--- config.mk ---
export PLATFORM = sky130hd
export DESIGN_NAME = timer16_capture
export DESIGN_NICKNAME = d
export VERILOG_FILES = /design/src/rtl/tmr_pkg.sv /design/src/rtl/tmr_prescaler.sv /design/src/rtl/tmr_edge_detect.sv /design/src/rtl/tmr_cmp_chan.sv /design/src/rtl/timer16_capture.sv
export SDC_FILE = /design/constraint.sdc
export NUM_CORES = 1
export LEC_CHECK = 0
export ABC_AREA = 1
export ABC_CLOCK_PERIOD_IN_PS = 2500
export BUFFER_PORTS_ARGS = -buffer_cell sky130_fd_sc_hd__buf_4
export CORE_UTILIZATION = 60
export DETAILED_ROUTE_END_ITERATION = 8
export GPL_TIMING_DRIVEN = 0
export PLACE_DENSITY = 0.88
export RECOVER_POWER = 25
export SLEW_MARGIN = 15
export SYNTH_ARGS = -nofsm -noshare
export SYNTH_HDL_FRONTEND = slang
export SYNTH_HIERARCHICAL = 1
export SYNTH_SLANG_ARGS = --single-unit
--- constraint.sdc ---
create_clock -name clk -period 2.5 [get_ports clk]
set_clock_uncertainty 0.05 [all_clocks]
set_input_delay 0.125 -clock clk [delete_from_list [all_inputs] [get_ports clk]]
set_output_delay 0.125 -clock clk [all_outputs]
set_load 0.03 [all_outputs]
--- src/rtl/tmr_pkg.sv ---
package tmr_pkg;

    localparam int REG_AW  = 3;
    localparam int NUM_CMP = 2;
    localparam int NFLAG   = 4;

    localparam logic [REG_AW-1:0] A_CTRL  = 3'd0;
    localparam logic [REG_AW-1:0] A_COUNT = 3'd1;
    localparam logic [REG_AW-1:0] A_CMPA  = 3'd2;
    localparam logic [REG_AW-1:0] A_CMPB  = 3'd3;
    localparam logic [REG_AW-1:0] A_CAPT  = 3'd4;
    localparam logic [REG_AW-1:0] A_IEN   = 3'd5;
    localparam logic [REG_AW-1:0] A_FLAG  = 3'd6;

    localparam int F_CAP  = 0;
    localparam int F_CMPA = 1;
    localparam int F_CMPB = 2;
    localparam int F_OVF  = 3;

    typedef enum logic [1:0] {
        MODE_FREE    = 2'd0,
        MODE_CTC_CMP = 2'd1,
        MODE_CTC_CAP = 2'd2,
        MODE_RSVD    = 2'd3
    } tmr_mode_e;

    typedef struct packed {
        logic      tog_b;
        logic      tog_a;
        tmr_mode_e mode;
        logic      cap_rise;
        logic [2:0] clk_sel;
    } ctrl_t;

    function automatic logic sel_running(logic [2:0] sel);
        return (sel >= 3'd1) && (sel <= 3'd5);
    endfunction

endpackage

--- src/rtl/tmr_prescaler.sv ---
module tmr_prescaler #(
    parameter int PW = 10
) (
    input  logic       clk,
    input  logic       rst_n,
    input  logic       clear,
    input  logic [2:0] sel,
    output logic       tick
);
    localparam int LOG_S2 = 3;
    localparam int LOG_S3 = 6;
    localparam int LOG_S4 = 8;

    logic [PW-1:0] pc_d, pc_q;
    logic [PW-1:0] mask;

    always_comb begin
        unique case (sel)
            3'd2:    mask = PW'((1 << LOG_S2) - 1);
            3'd3:    mask = PW'((1 << LOG_S3) - 1);
            3'd4:    mask = PW'((1 << LOG_S4) - 1);
            3'd5:    mask = '1;
            default: mask = '0;
        endcase
        tick = tmr_pkg::sel_running(sel) && ((pc_q & mask) == mask);
        pc_d = clear ? '0 : pc_q + PW'(1);
    end

    always_ff @(posedge clk or negedge rst_n) begin
        if (!rst_n) pc_q <= '0;
        else        pc_q <= pc_d;
    end
endmodule

--- src/rtl/tmr_edge_detect.sv ---
module tmr_edge_detect #(
    parameter int STAGES = 2
) (
    input  logic clk,
    input  logic rst_n,
    input  logic pin,
    output logic rise,
    output logic fall
);
    logic [STAGES:0] sh_d, sh_q;

    always_comb begin
        sh_d = {sh_q[STAGES-1:0], pin};
        rise = sh_q[STAGES-1] & ~sh_q[STAGES];
        fall = ~sh_q[STAGES-1] & sh_q[STAGES];
    end

    always_ff @(posedge clk or negedge rst_n) begin
        if (!rst_n) sh_q <= '0;
        else        sh_q <= sh_d;
    end
endmodule

--- src/rtl/tmr_cmp_chan.sv ---
module tmr_cmp_chan #(
    parameter int W = 16
) (
    input  logic         clk,
    input  logic         rst_n,
    input  logic         tick,
    input  logic [W-1:0] count,
    input  logic [W-1:0] cmp_val,
    input  logic         tog_en,
    output logic         match,
    output logic         pin
);
    logic pin_d, pin_q;

    always_comb begin
        match = tick && (count == cmp_val);
        pin_d = pin_q ^ (match & tog_en);
    end

    always_ff @(posedge clk or negedge rst_n) begin
        if (!rst_n) pin_q <= 1'b0;
        else        pin_q <= pin_d;
    end

    assign pin = pin_q;
endmodule

--- src/rtl/timer16_capture.sv ---
module timer16_capture
    import tmr_pkg::*;
#(
    parameter int W          = 16,
    parameter int PRESC_W    = 10,
    parameter int SYNC_DEPTH = 2
) (
    input  logic              clk,
    input  logic              rst_n,
    input  logic              wr_en,
    input  logic [REG_AW-1:0] addr,
    input  logic [W-1:0]      wdata,
    output logic [W-1:0]      rdata,
    input  logic              cap_pin,
    output logic              oc_a,
    output logic              oc_b,
    output logic              irq
);
    localparam logic [W-1:0] CNT_MAX = '1;
    localparam int CW = $bits(ctrl_t);

    typedef struct packed {
        logic [W-1:0]     cnt;
        ctrl_t            ctrl;
        logic [W-1:0]     cmpa_buf;
        logic [W-1:0]     cmpa_act;
        logic [W-1:0]     cmpb;
        logic [W-1:0]     capt;
        logic [NFLAG-1:0] ien;
        logic [NFLAG-1:0] flags;
    } state_t;

    state_t st_d, st_q;

    logic              tick;
    logic              cap_rise_ev, cap_fall_ev;
    logic [W-1:0]      cmp_vals [NUM_CMP];
    logic [NUM_CMP-1:0] tog_en, match, oc;

    // signals observed by the bound checker
    logic [W-1:0]     cnt_now, top_val, capt_now;
    logic [NFLAG-1:0] flags_now, ien_now;
    tmr_mode_e        mode_now;
    logic             run_now;

    tmr_prescaler #(.PW(PRESC_W)) u_presc (
        .clk   (clk),
        .rst_n (rst_n),
        .clear (wr_en && (addr == A_CTRL)),
        .sel   (st_q.ctrl.clk_sel),
        .tick  (tick)
    );

    tmr_edge_detect #(.STAGES(SYNC_DEPTH)) u_edge (
        .clk   (clk),
        .rst_n (rst_n),
        .pin   (cap_pin),
        .rise  (cap_rise_ev),
        .fall  (cap_fall_ev)
    );

    assign cmp_vals[0] = st_q.cmpa_act;
    assign cmp_vals[1] = st_q.cmpb;
    assign tog_en      = {st_q.ctrl.tog_b, st_q.ctrl.tog_a};

    for (genvar c = 0; c < NUM_CMP; c++) begin : g_cmp
        tmr_cmp_chan #(.W(W)) u_chan (
            .clk     (clk),
            .rst_n   (rst_n),
            .tick    (tick),
            .count   (st_q.cnt),
            .cmp_val (cmp_vals[c]),
            .tog_en  (tog_en[c]),
            .match   (match[c]),
            .pin     (oc[c])
        );
    end

    logic             at_top, wrap, ovf_ev, cap_ev, running;
    logic [NFLAG-1:0] set_vec, clr_vec;

    always_comb begin
        running = sel_running(st_q.ctrl.clk_sel);

        unique case (st_q.ctrl.mode)
            MODE_CTC_CMP: top_val = st_q.cmpa_act;
            MODE_CTC_CAP: top_val = st_q.capt;
            default:      top_val = CNT_MAX;
        endcase

        at_top = (st_q.cnt == top_val);
        wrap   = tick && at_top;
        ovf_ev = tick && (st_q.cnt == CNT_MAX);
        cap_ev = (st_q.ctrl.cap_rise ? cap_rise_ev : cap_fall_ev)
                 && (st_q.ctrl.mode != MODE_CTC_CAP);

        set_vec         = '0;
        set_vec[F_CAP]  = cap_ev;
        set_vec[F_CMPA] = match[0];
        set_vec[F_CMPB] = match[1];
        set_vec[F_OVF]  = ovf_ev;
        clr_vec = (wr_en && addr == A_FLAG) ? wdata[NFLAG-1:0] : '0;

        st_d = st_q;

        // counter: software write overrides the tick
        if (wr_en && addr == A_COUNT) st_d.cnt = wdata;
        else if (tick)                st_d.cnt = at_top ? '0 : st_q.cnt + W'(1);

        if (wr_en && addr == A_CTRL) st_d.ctrl = ctrl_t'(wdata[CW-1:0]);
        if (wr_en && addr == A_CMPA) st_d.cmpa_buf = wdata;
        if (wr_en && addr == A_CMPB) st_d.cmpb = wdata;
        if (wr_en && addr == A_IEN)  st_d.ien = wdata[NFLAG-1:0];

        // shadow copy of compare A moves only at wrap or while stopped
        if (wrap || !running) st_d.cmpa_act = st_q.cmpa_buf;

        if (wr_en && addr == A_CAPT) st_d.capt = wdata;
        else if (cap_ev)             st_d.capt = st_q.cnt;

        st_d.flags = (st_q.flags & ~clr_vec) | set_vec;
    end

    always_ff @(posedge clk or negedge rst_n) begin
        if (!rst_n) st_q <= '0;
        else        st_q <= st_d;
    end

    always_comb begin
        unique case (addr)
            A_CTRL:  rdata = W'(st_q.ctrl);
            A_COUNT: rdata = st_q.cnt;
            A_CMPA:  rdata = st_q.cmpa_buf;
            A_CMPB:  rdata = st_q.cmpb;
            A_CAPT:  rdata = st_q.capt;
            A_IEN:   rdata = W'(st_q.ien);
            A_FLAG:  rdata = W'(st_q.flags);
            default: rdata = '0;
        endcase
    end

    assign oc_a = oc[0];
    assign oc_b = oc[1];
    assign irq  = |(st_q.flags & st_q.ien);

    assign cnt_now   = st_q.cnt;
    assign capt_now  = st_q.capt;
    assign flags_now = st_q.flags;
    assign ien_now   = st_q.ien;
    assign mode_now  = st_q.ctrl.mode;
    assign run_now   = running;
endmodule

==> summary.txt <==
Yosys
  – Predominant post-synthesis flop cell: dfrtp_1
  – Post-synth ARST share: 1.000
  – Unique masters post-synth: 38
  – Main combinational cell family by area after synthesis: simple AND/OR/NAND/NOR gates
  – Synth Area in Compound Gates: 0.1505
  – Synth area leader: dfrtp_1
  – Synth Area in Simple Gates: 0.3207
  – Mean Syn Cell Area: 6.981 sq um
  – Synth Instances: 1006
  – Post-synthesis sequential area ratio: 0.3955
  – EDFF count, synth: 0
  – Post-Syn Area: 0.007023 sq mm
  – Post-synth top area share: 0.3955
  – Main area contributors after synthesis: dfrtp_1 40%, nand2_1 16%, inv_1 7.9%, o21ai_0 7.8%, nor2_1 4.0%
  – XOR/XNOR Fraction of Synth Area: 0.02120
  – Synth Area in Adders: 0.007126
  – Multiplexer area fraction after synthesis: 0
  – Warnings, synthesis: 6
  – FF+latch count, synth: 111
  – Synthesized net count: 1033

Floorplanning
  – Std-Cell Core Area: 0.01142 sq mm
  – Die Wd: 110.2 um
  – Initial Util: 0.6151
  – Die Height: 110.2 um
  – Die Area: 0.01214 sq mm
  – Row cnt: 39
  – I/O Pins: 42

Timing
  – Hold Slack: 0.1368 ns
  – Final Max Slew Viols: 112
  – Fin worst setup slack: 0.1480 ns
  – Rel. slew slack: -0.01548
  – Final Critical Period: 2.352 ns
  – Hold Fails Final Rpt: 0
  – Maximum clock rate: 425.2 MHz
  – Final setup violation count: 0
  – Setup_tns: 0 ns
  – Worst-Margin Slew: 1.523 ns
  – RSZ-0062 raised after global routing: no
  – Crit share post-route: 0.9408

Min path
  – Worst Hold Class: in -> reg
  – Worst hold start: wr_en
  – Hold Path Stages: 4
  – Hold Path Sink: flags_now[2]

CTS
  – H-tree Lvls: 3
  – Clock slew at reported path FFs: 0.07 ns
  – Root buf cell: clkbuf_16
  – Worst-Skew Late Latency: 0.36 ns
  – Cts bufs inserted: 9
  – CTS tree: yes
  – Clk sink count: 111
  – Clock buffer depth: 2

Cells and area
  – Most frequent cells in the layout: 301 x nand2_1, 147 x inv_1, 111 x dfrtp_1
  – Layout cells sized above 1: 0.09880
  – Filler cell count: 942
  – Fin cells: 1226
  – Final instance area: 0.007990 sq mm
  – Synthesis-to-finish area growth: 13.77%
  – Commonest non-fill, non-tap cell in the layout: nand2_1
  – Layout Nets: 1105
  – Ant diodes: 0
  – Layout Utilization: 0.6998

Placement
  – Port Buffers: 41
  – RePlAce Congestion: 0.9531
  – Dpl cell area: 0.007513 sq mm
  – Pre-CTS WS: 0.1861 ns
  – Placed insts: 1190
  – DPL Wire Length: 15660 um

GRT
  – Vias in the first global route: 6780
  – First-pass GRT wire length: 33980 um
  – Total grt overflow: 0
  – Global Route Usage Sum: 0.3774
  – Largest net degree at the start of global routing: 112
  – Antenna violations before repair: 0

Route
  – DRC Markers: 0
  – Via count: 7317
  – Initial detailed-routing violation count: 1013
  – Drt wl/cell: 17.38 um
  – Post-route ant nets: 0
  – Router iterations before antenna repair: 7
  – Vias per cell: 5.968
  – DRT Wirelength: 21310 um

Power
  – Peak VDD IR: 0.6607 mV
  – Power per cell area: 1028 mW/mm^2
  – Leak: 3.911 nW
  – Overall power: 8.217 mW

Worst setup path
  – Worst r2r path cells: 10
  – Critical path type: reg -> reg
  – R2r setup slk: 0.15 ns
  – Crit-path max FO: 10
  – CP required: 2.69 ns
  – Crit path DAT: 2.54 ns
  – Critical R2R Capture: capt_now[0]
  – Reg-to-reg startpoint: mode_now[0]
  – Worst setup SP type: flop
  – CP endpoint kind: flop

Job
  – MaxCap Viol Count: 1

Status
  – Failing checks: capacitance limit, slew limit
  – Status: complete, but fails checks
-- cell families after synthesis --
kind of cell / count (synthesis)
and+or+nand+nor: 512
AOI/OAI and AO/OA: 182
buffers and inverters: 180
DFF: 111
xor gates and xnor gates: 17
adders and majority gates: 4
-- how the worst max path moves through the flow --
stage	startpoint	to	slack [ns]	cells past startpoint
after floorplan	mode_now[0]	cmp_vals[21]	0.54	14
after global placement	u_presc/pc_q[0]	flags_now[3]	0.19	8
after detailed placement	mode_now[0]	cnt_now[3]	0.19	14
after CTS	mode_now[0]	cnt_now[3]	0.13	14
after global routing	mode_now[0]	cnt_now[13]	0.02	14
final	mode_now[0]	capt_now[0]	0.15	10
-- area by class of cell --
class / count / area [sq um] / area share
clock inverters: 7 / 73.82 / 0.009239
clock buffers: 9 / 225.2 / 0.02819
flip-flops and latches: 111 / 2778 / 0.3476
well taps: 143 / 178.9 / 0.02239
repair buffers: 61 / 484.2 / 0.06060
inverters: 151 / 566.8 / 0.07094
multi-input cells: 715 / 3511 / 0.4394
plain buffers: 29 / 172.7 / 0.02161
-- where the power goes --
part | total (mW) | internal, mW | switching [mW]
Clock | 1.46 | 0.777 | 0.683
Combinational | 3.51 | 1.31 | 2.20
Sequential | 3.25 | 2.34 | 0.906
-- metal layers --
metal | track usage | up-vias | wire [um]
met5 | 0 | - | 0
met4 | 0.1776 | 0 | 965
met3 | 0.09818 | 92 | 2393
met2 | 0.5893 | 464 | 9796
met1 | 0.4916 | 3364 | 8149
li1 | - | 3397 | -
-- critical path: stages (launching register included) --
cell,delay [ns]
dfrtp_1,0.39
inv_1,0.10
ha_1,0.17
buf_6,0.13
buf_6,0.18
nor2_1,0.06
o21ai_0,0.28
clkbuf_1,0.42
o21ai_0,0.18
o21ai_0,0.15
nand2_1,0.10
-- cells in the mapped netlist (2+ instances only) --
cell type / number
inv_1: 147
inv_2: 4
nand3_2: 2
nor2_1: 74
o21ai_0: 110
nor2_2: 5
buf_4: 3
xor2_1: 12
nor3_1: 5
o2111ai_1: 9
ha_1: 4
nand3_1: 54
clkbuf_1: 18
o21ai_1: 2
dfrtp_1: 111
o22ai_1: 19
o211ai_1: 2
nand3b_1: 3
nor3_2: 5
nand2_1: 301
a21oi_1: 13
o21bai_1: 16
and3_1: 3
buf_2: 3
nor2_4: 2
nand2_2: 21
a21boi_2: 2
a221oi_1: 5
nor4b_1: 2
a22oi_1: 2
nand4_1: 33
buf_6: 4
xnor2_1: 5
-- state kept, by name (all words and copies together), names as in the netlist --
register	count
cmp_vals	32
capt_now	16
mode_now	2
u_edge/sh_q	3
st_q	22
cnt_now	16
flags_now	4
ien_now	4
g_cmp.u_chan/pin	2
u_presc/pc_q	10
-- what timing repair did --
action                     CTS  global route
hold endpoints to repair   132             0
hold buffers                18             0
setup endpoints to repair    0            12
gates resized for setup      0             3
buffers inserted             0             2
Power figures use the tool's default switching activity.
